### config.mk
export PLATFORM = sky130hd
export DESIGN_NAME = contact_latch
export DESIGN_NICKNAME = d
export VERILOG_FILES = /design/src/rtl/cl_pkg.sv /design/src/rtl/cl_sync.sv /design/src/rtl/cl_decode.sv /design/src/rtl/cl_core.sv /design/src/rtl/contact_latch.sv
export SDC_FILE = /design/constraint.sdc
export NUM_CORES = 1
export LEC_CHECK = 0
export ABC_CLOCK_PERIOD_IN_PS = 1700
export BUFFER_PORTS_ARGS = -buffer_cell sky130_fd_sc_hd__buf_2
export CORE_AREA = 2 2 39 41
export DETAILED_ROUTE_END_ITERATION = 10
export DIE_AREA = 0 0 41 43
export SLEW_MARGIN = 20
export SYNTH_ARGS = -nofsm -noshare
export SYNTH_HDL_FRONTEND = slang
export SYNTH_SLANG_ARGS = --single-unit
### constraint.sdc
create_clock -name clk -period 1.7 [get_ports clk]
set_clock_uncertainty 0.15 [all_clocks]
set_input_delay 0.17 -clock clk [delete_from_list [all_inputs] [get_ports clk]]
set_output_delay 0.17 -clock clk [all_outputs]
set_load 0.01 [all_outputs]
### src/rtl/cl_pkg.sv
// Package: shared command encoding for the bounce-free switch latch.
// Assumes active-low contact levels, already synchronized, as decoder input.
package cl_pkg;

    // Decoded request from the two synchronized contact levels
    typedef enum logic [1:0] {
        CMD_HOLD = 2'b00,   // both contacts open
        CMD_SET  = 2'b01,   // only the set throw closed
        CMD_CLR  = 2'b10,   // only the clear throw closed
        CMD_BOTH = 2'b11    // both closed: illegal combination
    } cl_cmd_e;

    // Map active-low levels to a request
    function automatic cl_cmd_e cl_decode_levels(input logic set_n, input logic clr_n);
        logic [1:0] act;
        act = {~clr_n, ~set_n};
        case (act)
            2'b01:   return CMD_SET;
            2'b10:   return CMD_CLR;
            2'b11:   return CMD_BOTH;
            default: return CMD_HOLD;
        endcase
    endfunction

endpackage

### src/rtl/cl_sync.sv
// Module: multi-flop synchronizer for one asynchronous level.
// Assumes STAGES >= 2; on reset every stage takes RESET_VAL.
module cl_sync #(
    parameter int   STAGES    = 2,
    parameter logic RESET_VAL = 1'b1
) (
    input  logic clk,
    input  logic rst_n,
    input  logic d_async,
    output logic d_sync
);

    logic [STAGES-1:0] chain;

    // Shift the raw level through the chain, or preload the open level
    always_ff @(posedge clk) begin
        if (!rst_n) begin
            chain <= {STAGES{RESET_VAL}};
        end else begin
            chain <= {chain[STAGES-2:0], d_async};
        end
    end

    assign d_sync = chain[STAGES-1];

endmodule

### src/rtl/cl_decode.sv
// Module: turns the two synchronized active-low levels into a request.
// Assumes both inputs are already in the clk domain; purely combinational.
module cl_decode
    import cl_pkg::*;
(
    input  logic    set_s_n,
    input  logic    clr_s_n,
    output cl_cmd_e cmd
);

    // Decode contact levels
    always_comb begin
        cmd = cl_decode_levels(set_s_n, clr_s_n);
    end

endmodule

### src/rtl/cl_core.sv
// Module: clocked set/clear storage element with a defined illegal state.
// Assumes one request per cycle. After a both-closed episode, a hold
// request restores the last legally stored value.
module cl_core
    import cl_pkg::*;
(
    input  logic    clk,
    input  logic    rst_n,
    input  cl_cmd_e cmd,
    output logic    q,
    output logic    qn,
    output logic    illegal_flag
);

    logic q_r, qn_r, ill_r, legal_r;

    // Update the stored pair, the illegal marker and the last legal value
    always_ff @(posedge clk) begin
        if (!rst_n) begin
            q_r     <= 1'b0;
            qn_r    <= 1'b1;
            ill_r   <= 1'b0;
            legal_r <= 1'b0;
        end else begin
            case (cmd)
                CMD_SET: begin
                    q_r     <= 1'b1;
                    qn_r    <= 1'b0;
                    ill_r   <= 1'b0;
                    legal_r <= 1'b1;
                end
                CMD_CLR: begin
                    q_r     <= 1'b0;
                    qn_r    <= 1'b1;
                    ill_r   <= 1'b0;
                    legal_r <= 1'b0;
                end
                CMD_BOTH: begin
                    q_r   <= 1'b1;
                    qn_r  <= 1'b1;
                    ill_r <= 1'b1;
                end
                default: begin
                    if (ill_r) begin
                        q_r   <= legal_r;
                        qn_r  <= ~legal_r;
                        ill_r <= 1'b0;
                    end
                end
            endcase
        end
    end

    assign q            = q_r;
    assign qn           = qn_r;
    assign illegal_flag = ill_r;

endmodule

### src/rtl/contact_latch.sv
// Module: bounce-free switch latch top.
// Assumes both contact lines are asynchronous, active low, with open = high.
module contact_latch #(
    parameter int SYNC_STAGES = 2
) (
    input  logic clk,
    input  logic rst_n,
    input  logic set_in_n,
    input  logic clr_in_n,
    output logic q,
    output logic qn,
    output logic illegal_flag
);

    import cl_pkg::*;

    localparam int NUM_CONTACTS = 2;

    logic [NUM_CONTACTS-1:0] raw_n;
    logic [NUM_CONTACTS-1:0] synced_n;
    logic                    set_sync_n;
    logic                    clr_sync_n;
    cl_cmd_e                 cmd;

    assign raw_n = {clr_in_n, set_in_n};

    // One synchronizer per contact line
    for (genvar g = 0; g < NUM_CONTACTS; g++) begin : g_sync
        cl_sync #(
            .STAGES   (SYNC_STAGES),
            .RESET_VAL(1'b1)
        ) u_sync (
            .clk    (clk),
            .rst_n  (rst_n),
            .d_async(raw_n[g]),
            .d_sync (synced_n[g])
        );
    end

    assign set_sync_n = synced_n[0];
    assign clr_sync_n = synced_n[1];

    cl_decode u_dec (
        .set_s_n(set_sync_n),
        .clr_s_n(clr_sync_n),
        .cmd    (cmd)
    );

    cl_core u_core (
        .clk         (clk),
        .rst_n       (rst_n),
        .cmd         (cmd),
        .q           (q),
        .qn          (qn),
        .illegal_flag(illegal_flag)
    );

endmodule

* After elaboration in Yosys (flattened, before gate mapping)
Cells that the tools add are included.
** Word-level totals
- Input port bits :: 4
- Register bits :: 8
- Word-level logic and storage cells :: 27
** Operators by class
- Bitwise gates (word level) :: 3
- Mux-type cells :: 7
- Equal/unequal tests :: 6
- Reduce and logical (&&, ||, !) cells :: 5
** Operator list (number)
- 2-bit equality test (second input constant) :: 4
- 1-bit case mux with 2 select lines :: 3
- 2-bit case mux with 3 select lines :: 1
- 3-bit nonzero test :: 2
- 2-bit by 1-bit equality test with 1-bit output (second input constant) :: 2
- 2-bit OR reduction :: 2
- 1-bit two-way mux :: 3
- 1-bit NOT :: 3
- 2-bit nonzero test :: 1

* Depth between registers and ports, before layout
Gate-level depths: netlist (run 1).
- Depth after elaboration :: 6
- Mapped depth :: 4
- Gate-level depth less buffers :: 4

* Hierarchy
A second synthesis (run 1) with hierarchy kept.
** Unflattened totals
- Cells, all modules :: 32
- Area total of the unflattened synthesis :: 334.1 sq um
** By module, submodules not included
- cl_core :: times used 1, cells each 22, area an instance 221.5 sq um
- cl_sync :: times used 2, cells each 4, area an instance 52.6 sq um
- cl_decode :: times used 1, cells each 2, area an instance 7.5 sq um

* Worst setup path before layout (run 1)
Ideal clock, no wire load.
- Path type :: register -> register
- From :: register g_sync[1].u_sync.chain[1]
- To :: register u_core.qn_r, in the netlist u_core.qn
- Slack :: 0.495 ns
- Cell stages (with the launch flop) :: 5
- Buffers on the path :: 0
- Arrival time :: 0.921 ns
- Data required time :: 1.416 ns
- Cell sequence :: dfxtp_1 inv_1 ha_1 nor4b_2 a41oi_1
** Between the ends
- Longest elaborated chain between the ends :: 6
- Elaborated cells on any way between the ends :: 11
- Those cells by class :: 6 x eq/ne; 2 x mux; 1 x bitwise; 2 x reduce/logical
** Ends and longest elaborated chain
- from (decl) :: RTL line cl_sync.sv:13 : logic [STAGES-1:0] chain;
- from (signal assigned) :: RTL line cl_sync.sv:18 : chain <= {STAGES{RESET_VAL}};
- from (signal assigned) :: RTL line cl_sync.sv:20 : chain <= {chain[STAGES-2:0], d_async};
- 1-bit NOT * :: RTL line cl_pkg.sv:16 : act = {~clr_n, ~set_n};
- 2-bit equality test / 2-bit by 1-bit equality test with 1-bit output (equally long branches) :: RTL line cl_pkg.sv:17 : case (act)
- 2-bit case mux with 3 select lines * :: RTL line cl_pkg.sv:17
- 2-bit equality test :: RTL line cl_core.sv:25 : case (cmd)
- 2-bit OR reduction (no line)
- 1-bit case mux with 2 select lines / 3-bit nonzero test (equally long branches)
- to (signal assigned) :: RTL line cl_core.sv:46 : qn_r <= ~legal_r;
- to (decl) :: RTL line cl_core.sv:15 : logic q_r, qn_r, ill_r, legal_r;
Mark *: on every way between the ends. The rest lies on a longest branch, timed or not.
A chain may end at the register's enable or synchronous reset.

* Final worst setup path (run 1)
Ends and elaborated chain as after synthesis.

==> results of run 1 <==
## layer usage
layer	part of all wire, %	GRT usage, %	vias to the layer above
li1	-	-	120
met2	42	11.3	10
met4	0	2.00	0
met5	0	0	-
met1	45	7.12	101
met3	12	9.42	0
## per-stage QoR
stage	setup slack [ns]	hold slack [ns]	cells	cell area, µm²
6_report	0.414	0.0298	56	428
5_1_grt	0.301	0.0218	56	428
4_1_cts	0.408	0.0224	56	428
3_3_place_gp	0.447	0.199	51	385
2_1_floorplan	0.495	0.0930	29	335
3_5_place_dp	0.416	0.207	51	385
## cell families after synthesis
group                    share of synthesized area (%)
flip-flops                                        47.8
adder cells (fa/ha/maj)                           18.7
AO/OA/AOI/OAI                                     9.33
buffers and inverters                             2.24
AND/OR/NAND/NOR                                   19.0
multiplexers                                      2.99
## critical path: cells and delay by family (launching register included)
kind / cells / cell delay, ns
buffers and inverters: 1 / 0.08
adder cells (fa/ha/maj): 1 / 0.23
flip-flops: 1 / 0.38
AND/OR/NAND/NOR: 1 / 0.26
AO/OA/AOI/OAI: 1 / 0.06
## registers in the layout, indices dropped and copies added, names as in the netlist
register and flops:
g_sync.u_sync.chain 4, u_core.illegal_flag 1, u_core.qn 1, u_core.q 1, u_core.legal_r 1
## worst max path at each step
| stage | start | end | slack, ns | cells past startpoint |
|---|---|---|---|---|
| global placement | g_sync[1].u_sync.chain[1] | u_core.qn | 0.45 | 4 |
| CTS | g_sync[1].u_sync.chain[1] | u_core.qn | 0.41 | 4 |
| detailed placement | g_sync[1].u_sync.chain[1] | u_core.qn | 0.42 | 4 |
| finish | g_sync[1].u_sync.chain[1] | u_core.qn | 0.41 | 4 |
| floorplan | g_sync[1].u_sync.chain[1] | u_core.qn | 0.50 | 4 |
| global route | g_sync[1].u_sync.chain[1] | u_core.qn | 0.30 | 4 |
## synth_stat cells
cell type  number
a21oi_1         1
a41oi_1         1
and2_1          1
dfxtp_1         8
ha_1            5
inv_1           2
mux2i_1         1
nand2_1         1
nand2b_1        5
nor4b_2         1
o211a_1         1
o31ai_1         1
or2b_1          1
## final cells by class
cell class,count,share of cell area [%]
multi-input combinational,19,39.2
sequential,8,37.4
timing repair buffer,8,11.7
clock buffer,3,5.26
tap,16,4.68
inverter,2,1.75
## power breakdown
group,internal [µW],switching [µW],total [µW]
clock,80.6,61.2,142
combinational,20.6,15.5,36.1
sequential,198,5.62,204
total,299,82.4,382
==> results.md, run 1 <==
* Status: finished clean
* Number of hold violations in the final report at 0
* Cell Area, Synth at 335 µm²
* Net count after synthesis at 38
* Post_cts resized at 0
* Final count of negative-setup-slack endpoints at 0
* Most frequent cells in the layout: dfxtp_1, buf_2, nand2b_1, ha_1, clkbuf_4
* Power consumption at 382 µW
* Row count at 14
* GPL Wtd Cong at 0.654
* HP Start: rst_n
* DRT antenna net count at 0
* Crit path time final at 1.29 ns
* Synth Instances at 29
* RSZ-0062 raised after global routing: false
* Measured slew at the worst slew-check pin at 0.206 ns
* Number of top-level pins at 7
* N_diodes at 0
* Worst reg2reg path startpoint: g_sync[1].u_sync.chain[1]
* Max Transition Viols Final at 0
* Number of nets in the layout at 51
* Vias at 231
* Vias per inst at 4.13
* Ys Warns at 0
* Required @ worst endpoint at 1.68 ns
* Clock Tree Buf Depth at 2
* Area Overhead vs Synth at 27.6%
* Clk Tree Root Cell: clkbuf_4
* Die X at 41 µm
* Initial DRC Count at 3
* Initial Util at 24.2%
* Worst hold endpoint: g_sync[1].u_sync.chain[1]
* Synth top area share at 47.8%
* DR WL/cell at 9.00 µm
* Num Clock Sinks at 8
* Crit path DAT at 1.26 ns
* Flop-to-flop setup slack at 0.41 ns
* Hold Buf Count CTS at 2
* Fill count at 146
* CP Capture Type: flip-flop
* Core Box Area at 1380 µm²
* Clk_lat worst skew at 0.25 ns
* Remaining DRCs at 0
* Pwr Density at 892 nW/µm²
* Worst min path class: input pin to flip-flop
* FF+latch count, synth at 8
* Layout cells sized above 1 at 25.0%
* CTS tree: done
* VDD IR max at 0.000418 V
* # Post-CTS Setup Buffers at 0
* Multi-input logic area at 168 µm²
* Clock-pin slew on the worst setup and hold paths at 0.05 ns
* Rel. slew slack at 86.2%
* Cell count of the worst reg-to-reg path at 4
* Drt pass-1 iters at 2
* GRT Util Overall at 7.95%
* Maxcap violations at 0
* Dominant cells by area after synthesis: dfxtp_1, ha_1, nand2b_1
* Port Buffers at 6
* Sequential share of the synthesized area at 47.8%
* R2r endpoint: u_core.qn
* Final wirelength at 504 µm
* DIE AREA at 1760 µm²
* Final period utilization at 75.6%
* Largest net degree at the start of global routing at 10
* Layout Utilization at 30.9%
* Syn avg cell area at 11.6 µm²
* WS Path Type: flip-flop to flip-flop
* Delay of the slowest critical-path stage at 0.38 ns
* Register area at 160 µm²
* Critical path's slowest cell: dfxtp_1
* Most common cell after layout, fill and taps aside: dfxtp_1
* Final setup TNS at 0 ns
* Hold Path Stages at 2
* Crit Path Max Fanout at 4
* Yosys top cell by area: dfxtp_1
* Initial antenna violation count at 0
* FMAX at 778 MHz
* DP HPWL at 357 µm
* First-pass GRT wire length at 848 µm
* Cell breakdown of the critical path: inv_1 -> ha_1 -> nor4b_2 -> a41oi_1
* Critical path startpoint category: flip-flop
* Vias in the first global route at 218
* Leak at 0.000206 µW
* Chip Height at 43 µm
* # H-tree levels at 1
* Synth cell types at 13
* Gr ovfl total at 0
* CTS buffer count at 3
No activity file was read; power rests on OpenSTA's default activity.
==> inputs of run 2 (changes only) <==
ABC_CLOCK_PERIOD_IN_PS = 1000   (was 1700)
clock period = 1 ns   (was 1.7 ns; I/O delays follow)
==> results.md, run 2 (same netlist as run 1, synthesis figures left out) <==
* Final period utilization at 116% (was 75.6%)
* Initial antenna violation count at 0 (unchanged)
* Final setup TNS at -0.433 ns (was 0 ns)
* Final wirelength at 626 µm (was 504 µm)
* Number of top-level pins at 7 (unchanged)
* GRT Util Overall at 9.65% (was 7.95%)
* Clock Tree Buf Depth at 2 (unchanged)
* Cell breakdown of the critical path: ha_2 -> nor4b_4 -> a41oi_1 (was inv_1 -> ha_1 -> nor4b_2 -> a41oi_1)
* Number of nets in the layout at 58 (was 51)
* Vias in the first global route at 236 (was 218)
* Num Clock Sinks at 8 (unchanged)
* N_diodes at 0 (unchanged)
* Rel. slew slack at 87.6% (was 86.2%)
* Most common cell after layout, fill and taps aside: dlygate4sd3_1 (was dfxtp_1)
* Setup ws final at -0.164 ns (was 0.414 ns)
* Final count of negative-setup-slack endpoints at 3 (was 0)
* Layout cells sized above 1 at 47.9% (was 25.0%)
* GPL Wtd Cong at 0.663 (was 0.654)
* WS Path Type: flip-flop to flip-flop (unchanged)
* Clk_lat worst skew at 0.26 ns (was 0.25 ns)
* Internal at 546 µW (was 299 µW)
* Maxcap violations at 0 (unchanged)
* Die X at 41 µm (unchanged)
* Flop-to-flop setup slack at -0.16 ns (was 0.41 ns)
* Critical path's slowest cell: dfxtp_4 (was dfxtp_1)
* VDD IR max at 0.000687 V (was 0.000418 V)
* Worst reg2reg path startpoint: g_sync[0].u_sync.chain[1] (was g_sync[1].u_sync.chain[1])
* Multi-input logic area at 206 µm² (was 168 µm²)
* First-pass GRT wire length at 979 µm (was 848 µm)
* Sequential power share at 48.4% (was 53.4%)
* Power consumption at 711 µW (was 382 µW)
* Comb pwr share at 13.6% (was 9.5%)
* Vias per inst at 3.98 (was 4.13)
* RSZ-0062 raised after global routing: true (was false)
* Chip Height at 43 µm (unchanged)
* CTS buffer count at 3 (unchanged)
* DRT antenna net count at 0 (unchanged)
* CTS tree: done (unchanged)
* Delay of the slowest critical-path stage at 0.37 ns (was 0.38 ns)
* Area Overhead vs Synth at 66.0% (was 27.6%)
* Port Buffers at 6 (unchanged)
* DIE AREA at 1760 µm² (unchanged)
* DR WL/cell at 9.78 µm (was 9.00 µm)
* Critical path startpoint category: flip-flop (unchanged)
* Max FFs per register at 4 (unchanged)
* Crit path DAT at 1.15 ns (was 1.26 ns)
* Failing checks: setup timing
* Clk Tree Root Cell: clkbuf_4 (unchanged)
* CP Capture Type: flip-flop (unchanged)
* Critical path's top delay family: flip-flops (unchanged)
* Pwr Density at 1280 nW/µm² (was 892 nW/µm²)
* P_sw at 164 µW (was 82.4 µW)
* Worst min path class: input pin to flip-flop (unchanged)
* Crit Path Max Fanout at 4 (unchanged)
* Drt pass-1 iters at 3 (was 2)
* Remaining DRCs at 0 (unchanged)
* Most frequent cells in the layout: dlygate4sd3_1, nand2b_1, buf_2, dfxtp_1 (was dfxtp_1, buf_2, nand2b_1, ha_1, clkbuf_4)
* Core Box Area at 1380 µm² (unchanged)
* Pre-CTS WS at -0.209 ns (was 0.416 ns)
* Register area at 173 µm² (was 160 µm²)
* Initial DRC Count at 1 (was 3)
* Gr ovfl total at 0 (unchanged)
* Leak at 0.000234 µW (was 0.000206 µW)
* Initial Util at 24.2% (unchanged)
* Largest Register: g_sync.u_sync.chain (unchanged)
* Sw Share at 23.1% (was 21.6%)
* Status: finished, violations left (was finished clean)
* Measured slew at the worst slew-check pin at 0.185 ns (was 0.206 ns)
* DP HPWL at 436 µm (was 357 µm)
* Hold Buf Count CTS at 6 (was 2)
* Clock share of power at 38.0% (was 37.1%)
* FMAX at 859 MHz (was 778 MHz)
* Max Transition Viols Final at 0 (unchanged)
* HP Start: rst_n (unchanged)
* Fill count at 125 (was 146)
* # H-tree levels at 1 (unchanged)
* WP buf/inv at 0 (was 1)
* Placed Cells at 53 (was 51)
* Worst setup path startpoint: g_sync[0].u_sync.chain[1] (was g_sync[1].u_sync.chain[1])
* Clock-pin slew on the worst setup and hold paths at 0.05 ns (about the same)
* Vias at 255 (was 231)
* Largest net degree at the start of global routing at 8 (was 10)
* Required @ worst endpoint at 0.98 ns (was 1.68 ns)
* Finished Layout Cells at 64 (was 56)
* Number of hold violations in the final report at 0 (unchanged)
* Row count at 14 (unchanged)
* Crit path time final at 1.16 ns (was 1.29 ns)
run 2: stage by stage:
stage	cell area, µm²	hold slack (ns)	utilization, %
3_5_place_dp	435	0.136	31.5
2_1_floorplan	370	0.0230	-
4_1_cts	547	0.000249	39.5
5_1_grt	557	-0.00679	40.2
6_report	557	0.00287	40.2
3_3_place_gp	435	0.136	31.5
run 2: timing repair:
item,CTS,global route
endpoints found under the setup margin,4,7
setup buffers,1,0
gates resized for setup,5,3
endpoints found under the hold margin,3,1
pin swaps,1,0
run 2: path summary, 6_finish.rpt:
kind | to | cells after the start
hold reg to reg | g_sync[0].u_sync.chain[1] | 1
setup reg to reg | u_core.qn | 3
hold / removal | g_sync[0].u_sync.chain[1] | 2
setup / recovery | u_core.qn | 3
run 2: per-layer routing:
layer / routed length, µm / vias to the layer above / track usage, %
met5: 0 / - / 0
li1: - / 135 / -
met3: 55 / 2 / 9.42
met4: 14 / 0 / 6.00
met1: 245 / 108 / 8.39
met2: 311 / 10 / 13.4
run 2: power groups by stage:
stage	logic, µW	clock network (µW)	registers, µW
2_1_floorplan	37.3	0	356
3_3_place_gp	68.8	0	354
6_report	96.9	270	344
5_1_grt	107	309	346
3_5_place_dp	71.3	0	355
4_1_cts	97.9	282	346
run 2: layout make-up:
cell class / instances / area share, %
multi-input cells: 19 / 37.1
inverters: 2 / 2.25
clock buffers: 4 / 4.72
flip-flops and latches: 8 / 31.0
repair buffers: 15 / 21.3
well taps: 16 / 3.60
==> inputs of run 3 (changes only) <==
SETUP_SLACK_MARGIN = 0.05   (was unset)
==> results.md, run 3 (same netlist as run 1, synthesis figures left out) <==
* VDD IR max at 0.000679 V (was 0.000687 V)
* Layout Utilization at 37.8% (was 40.2%)
* Number of top-level pins at 7 (unchanged)
* Largest net degree at the start of global routing at 10 (was 8)
* Largest Register: g_sync.u_sync.chain (unchanged)
* Maxcap violations at 0 (unchanged)
* First-pass GRT wire length at 924 µm (was 979 µm)
* Chip Height at 43 µm (unchanged)
* Drt pass-1 iters at 3 (unchanged)
* Most frequent cells in the layout: nand2b_1, dfxtp_1, buf_2 (was dlygate4sd3_1, nand2b_1, buf_2, dfxtp_1)
* Vias per inst at 4.05 (was 3.98)
* Most common cell after layout, fill and taps aside: nand2b_1 (was dlygate4sd3_1)
* WS Path Type: flip-flop to flip-flop (unchanged)
* Max Transition Viols Final at 0 (unchanged)
* Worst min path class: input pin to flip-flop (unchanged)
* Gr ovfl total at 0 (unchanged)
* Initial DRC Count at 3 (was 1)
* Met1 wire length at 229 µm (was 245 µm)
* Metal3 WL at 55 µm (unchanged)
* Clock-pin slew on the worst setup and hold paths at 0.06 ns (was 0.05 ns)
* Pwr Density at 1350 nW/µm² (was 1280 nW/µm²)
* N_diodes at 0 (unchanged)
* Num Clock Sinks at 8 (unchanged)
* Power consumption at 707 µW (was 711 µW)
* Hold Buf Count CTS at 2 (was 6)
* CTS buffer count at 3 (unchanged)
* DIE AREA at 1760 µm² (unchanged)
* Remaining DRCs at 0 (unchanged)
* DR WL/cell at 9.82 µm (was 9.78 µm)
* Final wirelength at 589 µm (was 626 µm)
* CP Capture Type: flip-flop (unchanged)
* Met2 wire length at 290 µm (was 311 µm)
* Area Overhead vs Synth at 56.0% (was 66.0%)
* Crit Path Max Fanout at 4 (unchanged)
* Failing checks: hold timing, setup timing (was setup timing)
* Hold_ws at -0.0521 ns (was 0.00287 ns)
* Layout cells sized above 1 at 52.3% (was 47.9%)
* Required @ worst endpoint at 0.98 ns (about the same)
* Row count at 14 (unchanged)
* FMAX at 856 MHz (was 859 MHz)
* Critical path startpoint category: flip-flop (unchanged)
* # H-tree levels at 1 (unchanged)
* Vias at 243 (was 255)
* Number of hold violations in the final report at 4 (was 0)
* Max FFs per register at 4 (unchanged)
* Max layer used: met4 (unchanged)
* DRT antenna net count at 0 (unchanged)
* Clock Tree Buf Depth at 2 (unchanged)
* Die X at 41 µm (unchanged)
* Clk_lat worst skew at 0.26 ns (about the same)
* Number of nets in the layout at 54 (was 58)
* Fill count at 130 (was 125)
* Clk Tree Root Cell: clkbuf_4 (unchanged)
* RSZ-0062 raised after global routing: true (unchanged)
* Port Buffers at 6 (unchanged)
* Setup ws final at -0.168 ns (was -0.164 ns)
* GPL Wtd Cong at 0.663 (unchanged)
* Vias in the first global route at 234 (was 236)
* DP HPWL at 436 µm (unchanged)
* GRT Util Overall at 9.15% (was 9.65%)
* CTS tree: done (unchanged)
* Initial Util at 24.2% (unchanged)
* Final period utilization at 117% (was 116%)
* Final count of negative-setup-slack endpoints at 3 (unchanged)
* Crit path DAT at 1.15 ns (about the same)
* Initial antenna violation count at 0 (unchanged)
* Rel. slew slack at 87.4% (was 87.6%)
* Leak at 0.000219 µW (was 0.000234 µW)
* Core Box Area at 1380 µm² (unchanged)
* Status: finished, violations left (unchanged)
* Crit path time final at 1.17 ns (was 1.16 ns)
* Measured slew at the worst slew-check pin at 0.187 ns (was 0.185 ns)
[run 3: worst paths after layout]
path                                  start                         to  slack (ns)  depth (start not counted)
setup / recovery  g_sync[1].u_sync.chain[1]                  u_core.qn       -0.17                          3
setup reg to reg  g_sync[1].u_sync.chain[1]                  u_core.qn       -0.17                          3
hold / removal                        rst_n  g_sync[1].u_sync.chain[0]       -0.05                          2
hold reg to reg   g_sync[0].u_sync.chain[0]  g_sync[0].u_sync.chain[1]        0.25                          1
[run 3: per-layer routing]
layer | vias to the layer above | GRT usage [%]
met5 | - | 0
met4 | 0 | 6.00
met3 | 2 | 9.42
met2 | 10 | 12.5
met1 | 105 | 7.77
li1 | 126 | -
[run 3: critical path: stages (launching register included)]
cell,delay (ns)
dfxtp_4,0.36
ha_2,0.20
nor4b_4,0.26
a41oi_1,0.06
[run 3: per-stage QoR]
step	setup WS, ns	cells	setup TNS [ns]	area, µm²	hold WS [ns]
floorplan	-0.112	29	-0.272	370	0.0230
global placement	-0.143	53	-0.348	435	0.136
detailed placement	-0.209	53	-0.451	435	0.136
CTS	-0.181	60	-0.463	520	-0.0513
global route	-0.220	60	-0.558	523	-0.0588
finish	-0.168	60	-0.439	523	-0.0521
[run 3: area by class of cell]
class / count / area, µm² / share of cell area (%)
timing repair buffer: 11 / 85.1 / 16.3
sequential: 8 / 173 / 33.0
inverter: 2 / 12.5 / 2.39
clock buffer: 4 / 26.3 / 5.02
tap: 16 / 20.0 / 3.83
multi-input combinational: 19 / 206 / 39.5
[run 3: power by group]
group          switching, µW  internal [µW]
combinational           33.3           54.3
clock                    121            153
sequential              12.6            332
[run 3: timing repair]
action | 4_1_cts | 5_1_grt
buffers inserted | 1 | 0
pin swaps | 1 | 0
endpoints found under the hold margin | 4 | 4
gates resized for setup | 8 | 1
endpoints found under the setup margin | 7 | 7
